`src/rtl/sbc_pkg.sv`:
```
package sbc_pkg;
  localparam int unsigned OPW = 4;
  localparam logic [OPW-1:0] OP_ADD  = 4'h1;
  localparam logic [OPW-1:0] OP_LOAD = 4'h2;

  // bus sources; SRC_NONE leaves the bus idle
  typedef enum logic [2:0] {
    SRC_NONE = 3'd0,
    SRC_PC   = 3'd1,
    SRC_Z    = 3'd2,
    SRC_MDR  = 3'd3,
    SRC_IRA  = 3'd4,
    SRC_RF   = 3'd5
  } bus_src_e;
  localparam int unsigned NSRC = 5;

  typedef struct packed {
    bus_src_e src;
    logic     rf_sel_src; // 0: read dst field, 1: read src field
    logic     pc_in;
    logic     mar_in;
    logic     ir_in;
    logic     y_in;
    logic     z_in;
    logic     rf_in;
    logic     alu_inc;    // 1: bus+1, 0: y+bus
    logic     rd_req;
    logic     mdr_take;
  } ctl_t;
endpackage

```
`src/rtl/sbc_regfile.sv`:
```
module sbc_regfile #(
  parameter int unsigned DW   = 16,
  parameter int unsigned NREG = 4,
  localparam int unsigned RW  = $clog2(NREG)
) (
  input  logic          clk_i,
  input  logic          rst_ni,
  input  logic          we_i,
  input  logic [RW-1:0] waddr_i,
  input  logic [DW-1:0] wdata_i,
  input  logic [RW-1:0] raddr_i,
  output logic [DW-1:0] rdata_o
);
  logic [DW-1:0] regs_q [NREG];

  for (genvar g = 0; g < NREG; g++) begin : g_reg
    always_ff @(posedge clk_i or negedge rst_ni) begin
      if (!rst_ni)                              regs_q[g] <= '0;
      else if (we_i && waddr_i == RW'(g))       regs_q[g] <= wdata_i;
    end
  end

  assign rdata_o = regs_q[raddr_i];
endmodule

```
`src/rtl/sbc_seq.sv`:
```
module sbc_seq
  import sbc_pkg::*;
(
  input  logic           clk_i,
  input  logic           rst_ni,
  input  logic [OPW-1:0] op_i,
  input  logic           mdr_vld_i,
  output ctl_t           ctl_o,
  output logic           stall_o
);
  localparam int unsigned STEPW = 3;
  localparam logic [STEPW-1:0] LAST = STEPW'(5);

  logic [STEPW-1:0] step_q, step_d;
  logic is_add, is_load;

  assign is_add  = (op_i == OP_ADD);
  assign is_load = (op_i == OP_LOAD);

  always_comb begin
    ctl_o   = '0;
    stall_o = 1'b0;
    step_d  = step_q + STEPW'(1);
    unique case (step_q)
      3'd0: begin
        ctl_o.src = SRC_PC; ctl_o.mar_in = 1'b1; ctl_o.rd_req = 1'b1;
        ctl_o.alu_inc = 1'b1; ctl_o.z_in = 1'b1;
      end
      3'd1: begin
        ctl_o.src = SRC_Z; ctl_o.pc_in = 1'b1;
      end
      3'd2: begin
        if (mdr_vld_i) begin
          ctl_o.src = SRC_MDR; ctl_o.ir_in = 1'b1; ctl_o.mdr_take = 1'b1;
        end else begin
          stall_o = 1'b1;
          step_d  = step_q;
        end
      end
      3'd3: begin
        if (is_add) begin
          ctl_o.src = SRC_RF; ctl_o.y_in = 1'b1;
        end else if (is_load) begin
          ctl_o.src = SRC_IRA; ctl_o.mar_in = 1'b1; ctl_o.rd_req = 1'b1;
        end else begin
          step_d = '0; // no-operation
        end
      end
      3'd4: begin
        if (is_add) begin
          ctl_o.src = SRC_RF; ctl_o.rf_sel_src = 1'b1; ctl_o.z_in = 1'b1;
        end else if (!mdr_vld_i) begin
          stall_o = 1'b1;
          step_d  = step_q;
        end
      end
      3'd5: begin
        ctl_o.rf_in = 1'b1;
        ctl_o.src   = is_add ? SRC_Z : SRC_MDR;
        ctl_o.mdr_take = !is_add;
        step_d = '0;
      end
      default: step_d = '0;
    endcase
  end

  always_ff @(posedge clk_i or negedge rst_ni) begin
    if (!rst_ni) step_q <= '0;
    else         step_q <= step_d;
  end

  a_r9_step_range: assert property (@(posedge clk_i) disable iff (!rst_ni)
    step_q <= LAST);
  a_r9_wrap_after_last: assert property (@(posedge clk_i) disable iff (!rst_ni)
    step_q == LAST |=> step_q == '0);
  a_r7_nop_restarts: assert property (@(posedge clk_i) disable iff (!rst_ni)
    (step_q == 3'd3 && !is_add && !is_load) |=> step_q == '0);
endmodule

```
`src/rtl/sbc_datapath.sv`:
```
module sbc_datapath
  import sbc_pkg::*;
#(
  parameter int unsigned DW   = 16,
  parameter int unsigned AW   = 8,
  parameter int unsigned NREG = 4,
  localparam int unsigned RW  = $clog2(NREG)
) (
  input  logic           clk_i,
  input  logic           rst_ni,
  input  ctl_t           ctl_i,
  input  logic           stall_i,
  output logic [OPW-1:0] op_o,
  output logic           mdr_vld_o,
  output logic [AW-1:0]  mem_addr_o,
  output logic           mem_rd_o,
  input  logic [DW-1:0]  mem_rdata_i,
  input  logic           mem_done_i,
  output logic           wb_en_o,
  output logic [RW-1:0]  wb_idx_o,
  output logic [DW-1:0]  wb_data_o
);
  logic [AW-1:0] pc_q, mar_q;
  logic [DW-1:0] ir_q, mdr_q, y_q, z_q;
  logic          rd_pend_q, mdr_vld_q;
  logic [DW-1:0] bus, alu_out, rf_rdata;
  logic [RW-1:0] f_dst, f_src, rf_raddr;
  logic [NSRC-1:0] oe;
  logic [DW-1:0] src_val [NSRC];
  logic          ld_any;

  assign op_o  = ir_q[DW-1 -: OPW];
  assign f_dst = ir_q[DW-OPW-1 -: RW];
  assign f_src = ir_q[DW-OPW-RW-1 -: RW];

  // one-hot bus drivers, ordered as the enum values 1..NSRC
  assign src_val[0] = DW'(pc_q);
  assign src_val[1] = z_q;
  assign src_val[2] = mdr_q;
  assign src_val[3] = DW'(ir_q[AW-1:0]);
  assign src_val[4] = rf_rdata;

  for (genvar g = 0; g < NSRC; g++) begin : g_oe
    assign oe[g] = (ctl_i.src == bus_src_e'(3'(g + 1)));
  end

  always_comb begin
    bus = '0;
    for (int i = 0; i < NSRC; i++) if (oe[i]) bus = bus | src_val[i];
  end

  assign alu_out  = ctl_i.alu_inc ? bus + DW'(1) : y_q + bus;
  assign rf_raddr = ctl_i.rf_sel_src ? f_src : f_dst;

  sbc_regfile #(.DW(DW), .NREG(NREG)) u_rf (
    .clk_i   (clk_i),
    .rst_ni  (rst_ni),
    .we_i    (ctl_i.rf_in),
    .waddr_i (f_dst),
    .wdata_i (bus),
    .raddr_i (rf_raddr),
    .rdata_o (rf_rdata)
  );

  always_ff @(posedge clk_i or negedge rst_ni) begin
    if (!rst_ni) begin
      pc_q <= '0; mar_q <= '0; ir_q <= '0; y_q <= '0; z_q <= '0;
    end else begin
      if (ctl_i.pc_in)  pc_q  <= bus[AW-1:0];
      if (ctl_i.mar_in) mar_q <= bus[AW-1:0];
      if (ctl_i.ir_in)  ir_q  <= bus;
      if (ctl_i.y_in)   y_q   <= bus;
      if (ctl_i.z_in)   z_q   <= alu_out;
    end
  end

  // memory handshake: request held until the completion strobe
  always_ff @(posedge clk_i or negedge rst_ni) begin
    if (!rst_ni) begin
      rd_pend_q <= 1'b0; mdr_vld_q <= 1'b0; mdr_q <= '0;
    end else begin
      if (rd_pend_q && mem_done_i) begin
        rd_pend_q <= 1'b0;
        mdr_q     <= mem_rdata_i;
        mdr_vld_q <= 1'b1;
      end else begin
        if (ctl_i.rd_req)   rd_pend_q <= 1'b1;
        if (ctl_i.mdr_take) mdr_vld_q <= 1'b0;
      end
    end
  end

  assign mdr_vld_o  = mdr_vld_q;
  assign mem_addr_o = mar_q;
  assign mem_rd_o   = rd_pend_q;
  assign wb_en_o    = ctl_i.rf_in;
  assign wb_idx_o   = f_dst;
  assign wb_data_o  = bus;

  assign ld_any = ctl_i.pc_in | ctl_i.mar_in | ctl_i.ir_in | ctl_i.y_in |
                  ctl_i.z_in | ctl_i.rf_in;

  a_r2_pc_plus_one: assert property (@(posedge clk_i) disable iff (!rst_ni)
    ctl_i.pc_in |=> pc_q == $past(pc_q) + AW'(1));
  a_r3_stall_holds: assert property (@(posedge clk_i) disable iff (!rst_ni)
    stall_i |=> ($stable(pc_q) && $stable(ir_q) && $stable(y_q) &&
                 $stable(z_q) && $stable(mar_q)));
  a_r3_ir_after_done: assert property (@(posedge clk_i) disable iff (!rst_ni)
    ctl_i.ir_in |-> mdr_vld_q);
  a_r3_addr_stable: assert property (@(posedge clk_i) disable iff (!rst_ni)
    (rd_pend_q && !mem_done_i) |=> (mem_rd_o && $stable(mem_addr_o)));
  a_r8_load_has_one_driver: assert property (@(posedge clk_i) disable iff (!rst_ni)
    ld_any |-> $onehot(oe));
endmodule

```
`src/rtl/sbc_core.sv`:
```
module sbc_core
  import sbc_pkg::*;
#(
  parameter int unsigned DW   = 16,
  parameter int unsigned AW   = 8,
  parameter int unsigned NREG = 4,
  localparam int unsigned RW  = $clog2(NREG)
) (
  input  logic          clk_i,
  input  logic          rst_ni,
  output logic [AW-1:0] mem_addr_o,
  output logic          mem_rd_o,
  input  logic [DW-1:0] mem_rdata_i,
  input  logic          mem_done_i,
  output logic          wb_en_o,
  output logic [RW-1:0] wb_idx_o,
  output logic [DW-1:0] wb_data_o
);
  ctl_t           ctl;
  logic [OPW-1:0] op;
  logic           mdr_vld, stall;

  sbc_seq u_seq (
    .clk_i     (clk_i),
    .rst_ni    (rst_ni),
    .op_i      (op),
    .mdr_vld_i (mdr_vld),
    .ctl_o     (ctl),
    .stall_o   (stall)
  );

  sbc_datapath #(.DW(DW), .AW(AW), .NREG(NREG)) u_dp (
    .clk_i       (clk_i),
    .rst_ni      (rst_ni),
    .ctl_i       (ctl),
    .stall_i     (stall),
    .op_o        (op),
    .mdr_vld_o   (mdr_vld),
    .mem_addr_o  (mem_addr_o),
    .mem_rd_o    (mem_rd_o),
    .mem_rdata_i (mem_rdata_i),
    .mem_done_i  (mem_done_i),
    .wb_en_o     (wb_en_o),
    .wb_idx_o    (wb_idx_o),
    .wb_data_o   (wb_data_o)
  );

  a_r3_no_write_while_reading: assert property (@(posedge clk_i) disable iff (!rst_ni)
    mem_rd_o |-> !wb_en_o);
endmodule

```
`config.mk`:
```
export PLATFORM = sky130hd
export DESIGN_NAME = sbc_core
export DESIGN_NICKNAME = d
export VERILOG_FILES = /design/src/rtl/sbc_pkg.sv /design/src/rtl/sbc_regfile.sv /design/src/rtl/sbc_seq.sv /design/src/rtl/sbc_datapath.sv /design/src/rtl/sbc_core.sv
export SDC_FILE = /design/constraint.sdc
export NUM_CORES = 1
export LEC_CHECK = 0
export BUFFER_PORTS_ARGS = -buffer_cell sky130_fd_sc_hd__buf_2
export CAP_MARGIN = 5
export CORE_MARGIN = 5
export CORE_UTILIZATION = 55
export CTS_CLUSTER_DIAMETER = 40
export DETAILED_ROUTE_END_ITERATION = 10
export PLACE_DENSITY = 0.82
export SKIP_CTS_REPAIR_TIMING = 1
export SLEW_MARGIN = 10
export SYNTH_ARGS = -nofsm -noshare
export SYNTH_HDL_FRONTEND = slang
export SYNTH_SLANG_ARGS = --single-unit
```
`constraint.sdc`:
```
create_clock -name clk_i -period 6.2 [get_ports clk_i]
set_input_delay 0 -clock clk_i [delete_from_list [all_inputs] [get_ports clk_i]]
set_output_delay 0 -clock clk_i [all_outputs]
set_load 0.02 [all_outputs]
```
==> metrics <==
status=completed; initial antenna violation count=0; max incr delay on CP=0.94 ns; final WL=19600 µm; vias per std cell=slightly above 6; die height=125 µm; Seq. cell area=3730 µm²; GR Overflow Total=0; flop2flop setup slack=0.70 ns; Std-Cell Rows=42; FF+latch count, synth=149; Slew HR=14.6%; Final Critical Period=approximately 5.5 ns; count of cell types in the netlist=56; measured slew at the worst slew-check pin=between 1 and 1.5 ns; commonest non-fill, non-tap cell in the layout=dfrtp_1; Clock transition at path regs=0.06 ns; GPL Wtd Cong=0.932; Layout Nets=800; total CTS buffers=17; Max Root-Sink Buffers=2; drt drc=0; Slew Limit Fails=0; Setup crit start kind=flip-flop; worst path cell trace=inv_1, ha_1, nor3b_1, and3_1, nor2_1, inv_1, nor2_1, a22oi_1, and3_1, inv_1, ha_1, a21o_1, a21oi_1, o21bai_1, a21oi_1, o21ai_0, a31oi_1, nor4_1, a211o_1; die width=about 120 µm; first-pass GRT wire length=31100 µm; Setup violations, final=0; Critical-path top delay cell=nor2_1; Critical Path End Type=flip-flop; Mapped Cells=709; drt first pass iters=6; unrepaired setup endpoints after global routing=no; CORE AREA=13100 µm²; CP endpoint=u_dp.z_q[14]; # diodes=0; root buf cell=clkbuf_16; syn avg cell area=between 10 and 15 µm²; Leak Pwr=a little under 4 nW; Initial Util=55.3%; Finished Core Util=64.2%; largest net degree at the start of global routing=79; Total GRT Usage=25.4%; critical path class=reg -> reg; CTS tree=done; crit path launch=u_seq.step_q[2]; filler-free cell count of the finished design=949; Port Buffers=46; multi-input logic area=3210 µm²; Area growth, synth to finish=16.1%; routed len/inst=20.7 µm; number of flops mapped to enable cells by yosys=0; HPWL Detailed=around 13000 µm; R2R cell count=19; Final Cycle Share=around nine tenths; Yosys warnings=0; dpl ws=~0.85 ns; commonest non-fill, non-tap cells in the layout=149 x dfrtp_1, 127 x nand2_1, 109 x o21ai_0; DR iter-0 viols=680; worst hold slack=0.163 ns; Seq/Total Area, Yosys=51.5%; Max Cap Viol=0; die area=15600 µm²; final setup margin=0.703 ns; mapped cell area=7240 µm²; CTS Sinks=149; aggregate negative setup slack=0 ns; Peak Freq=0.182 GHz; asr flop ratio synth=100%; vias after detailed routing=5747; vias in the first global route=5689; Final Hold Viols=0; clk_skew=0.0101 ns; FILL cells=984; Cell Pwr Density=564 nW/µm²; Routed Antenna Nets=0; later-pin clock latency in the skew report=0.43 ns; ys flop type=dfrtp_1; Placed Cells=898; Reg2Reg Capture Point=u_dp.z_q[14]; worst hold path class=in -> async; # IOs=47; VDD IR max=0.304 mV; worst r2r src=u_seq.step_q[2]; Most common cell on crit path=inv_1; Worst Path Required=6.50 ns; Synthesized Nets=between 700 and 800; CP Data Arrival Time=5.80 ns; H-tree Lvls=4; layout cells sized above 1=16.6%; CP Max Fanout=15
[state kept, by name (all words and copies together), names as in the netlist]
signal            cells
u_dp.mem_rd_o         1
u_seq.step_q          3
u_dp.z_q             16
u_dp.mdr_q           16
u_dp.mem_addr_o       8
u_dp.mdr_vld_o        1
u_dp.pc_q             8
u_dp.u_rf.regs_q     64
u_dp.y_q             16
u_dp.ir_q            16
[power by group]
part           internal [mW]  total (mW)  switching (mW)
Sequential              1.32        1.57           0.255
Clock                  0.653        1.06           0.408
Combinational          0.763        2.11            1.34
[cells in the mapped netlist (all sizes together) (2+ instances only)]
cell type	instances	area share, %
a21oi	34	2.5
dfrtp	149	52
a22oi	16	1.7
mux4	15	5.1
ha	20	3.5
and2	14	1.2
and3	10	0.86
a222oi	7	0.97
or3b	2	0.24
mux2i	10	1.4
a21o	7	0.73
buf	7	0.66
a31o	2	0.24
mux2	19	3.0
nand2b	5	0.43
nor3b	3	0.31
a311oi	2	0.24
nand3	4	0.28
a31oi	3	0.47
nor4	2	0.17
clkbuf	37	1.9
nand3b	2	0.21
inv	33	1.7
xnor2	9	1.1
o21ai	110	7.6
nand2	127	6.6
nor3	3	0.28
nor2	27	1.5
xor2	6	0.73
a211oi	3	0.31
o22ai	3	0.26
or3	2	0.17
o21bai	2	0.21
[worst max-delay path: cells and delay by family (launching register included)]
family / cells / cell delay [ns]
simple gates: 6 / 2.05
compound gates: 8 / 1.81
flops: 1 / 0.56
fa+ha+maj: 2 / 0.51
buf+inv: 3 / 0.43
[worst min-delay path by stage]
stage / to / slack (ns) / cells after the start / startpoint
global route: u_dp.mem_rd_o / 0.24 / 2 / rst_ni
detailed placement: u_dp.mem_rd_o / 0.05 / 1 / rst_ni
floorplan: u_dp.ir_q[0] / -0.30 / 0 / rst_ni
finish: u_dp.pc_q[5] / 0.16 / 2 / rst_ni
CTS: u_dp.ir_q[4] / -0.40 / 1 / rst_ni
global placement: u_dp.pc_q[5] / 0.05 / 1 / rst_ni
[per-stage QoR]
stage / cell area, µm² / total power [mW]
after floorplan: 7240 / 2.93
after global placement: 7600 / 3.52
after detailed placement: 7600 / 3.62
after CTS: 8210 / 4.70
after global routing: 8400 / 5.00
final: 8400 / 4.74
[layer usage]
metal | up-vias | GRT usage (%) | wire length (µm)
li1 | 2583 | - | -
met5 | - | 0 | 0
met4 | 0 | 9.03 | 479
met1 | 2850 | 33.5 | 8040
met2 | 266 | 41.0 | 9610
met3 | 48 | 6.56 | 1510
[final cells by class]
class / instances / area share (%)
clock buffers: 20 / 5.44
repair buffers: 76 / 6.00
clock inverters: 12 / 1.83
well taps: 176 / 2.62
multi-input cells: 483 / 38.2
inverters: 33 / 1.47
flip-flops and latches: 149 / 44.4
[logic make-up after synthesis]
kind of cell | count (synthesis) | synth area share, %
simple gates | 207 | 13.2
mux | 44 | 9.42
compound gates | 196 | 16.1
xor+xnor | 15 | 1.82
fa+ha+maj | 21 | 3.73
buf+inv | 77 | 4.29
flops | 149 | 51.5
Power figures use the tool's default switching activity.
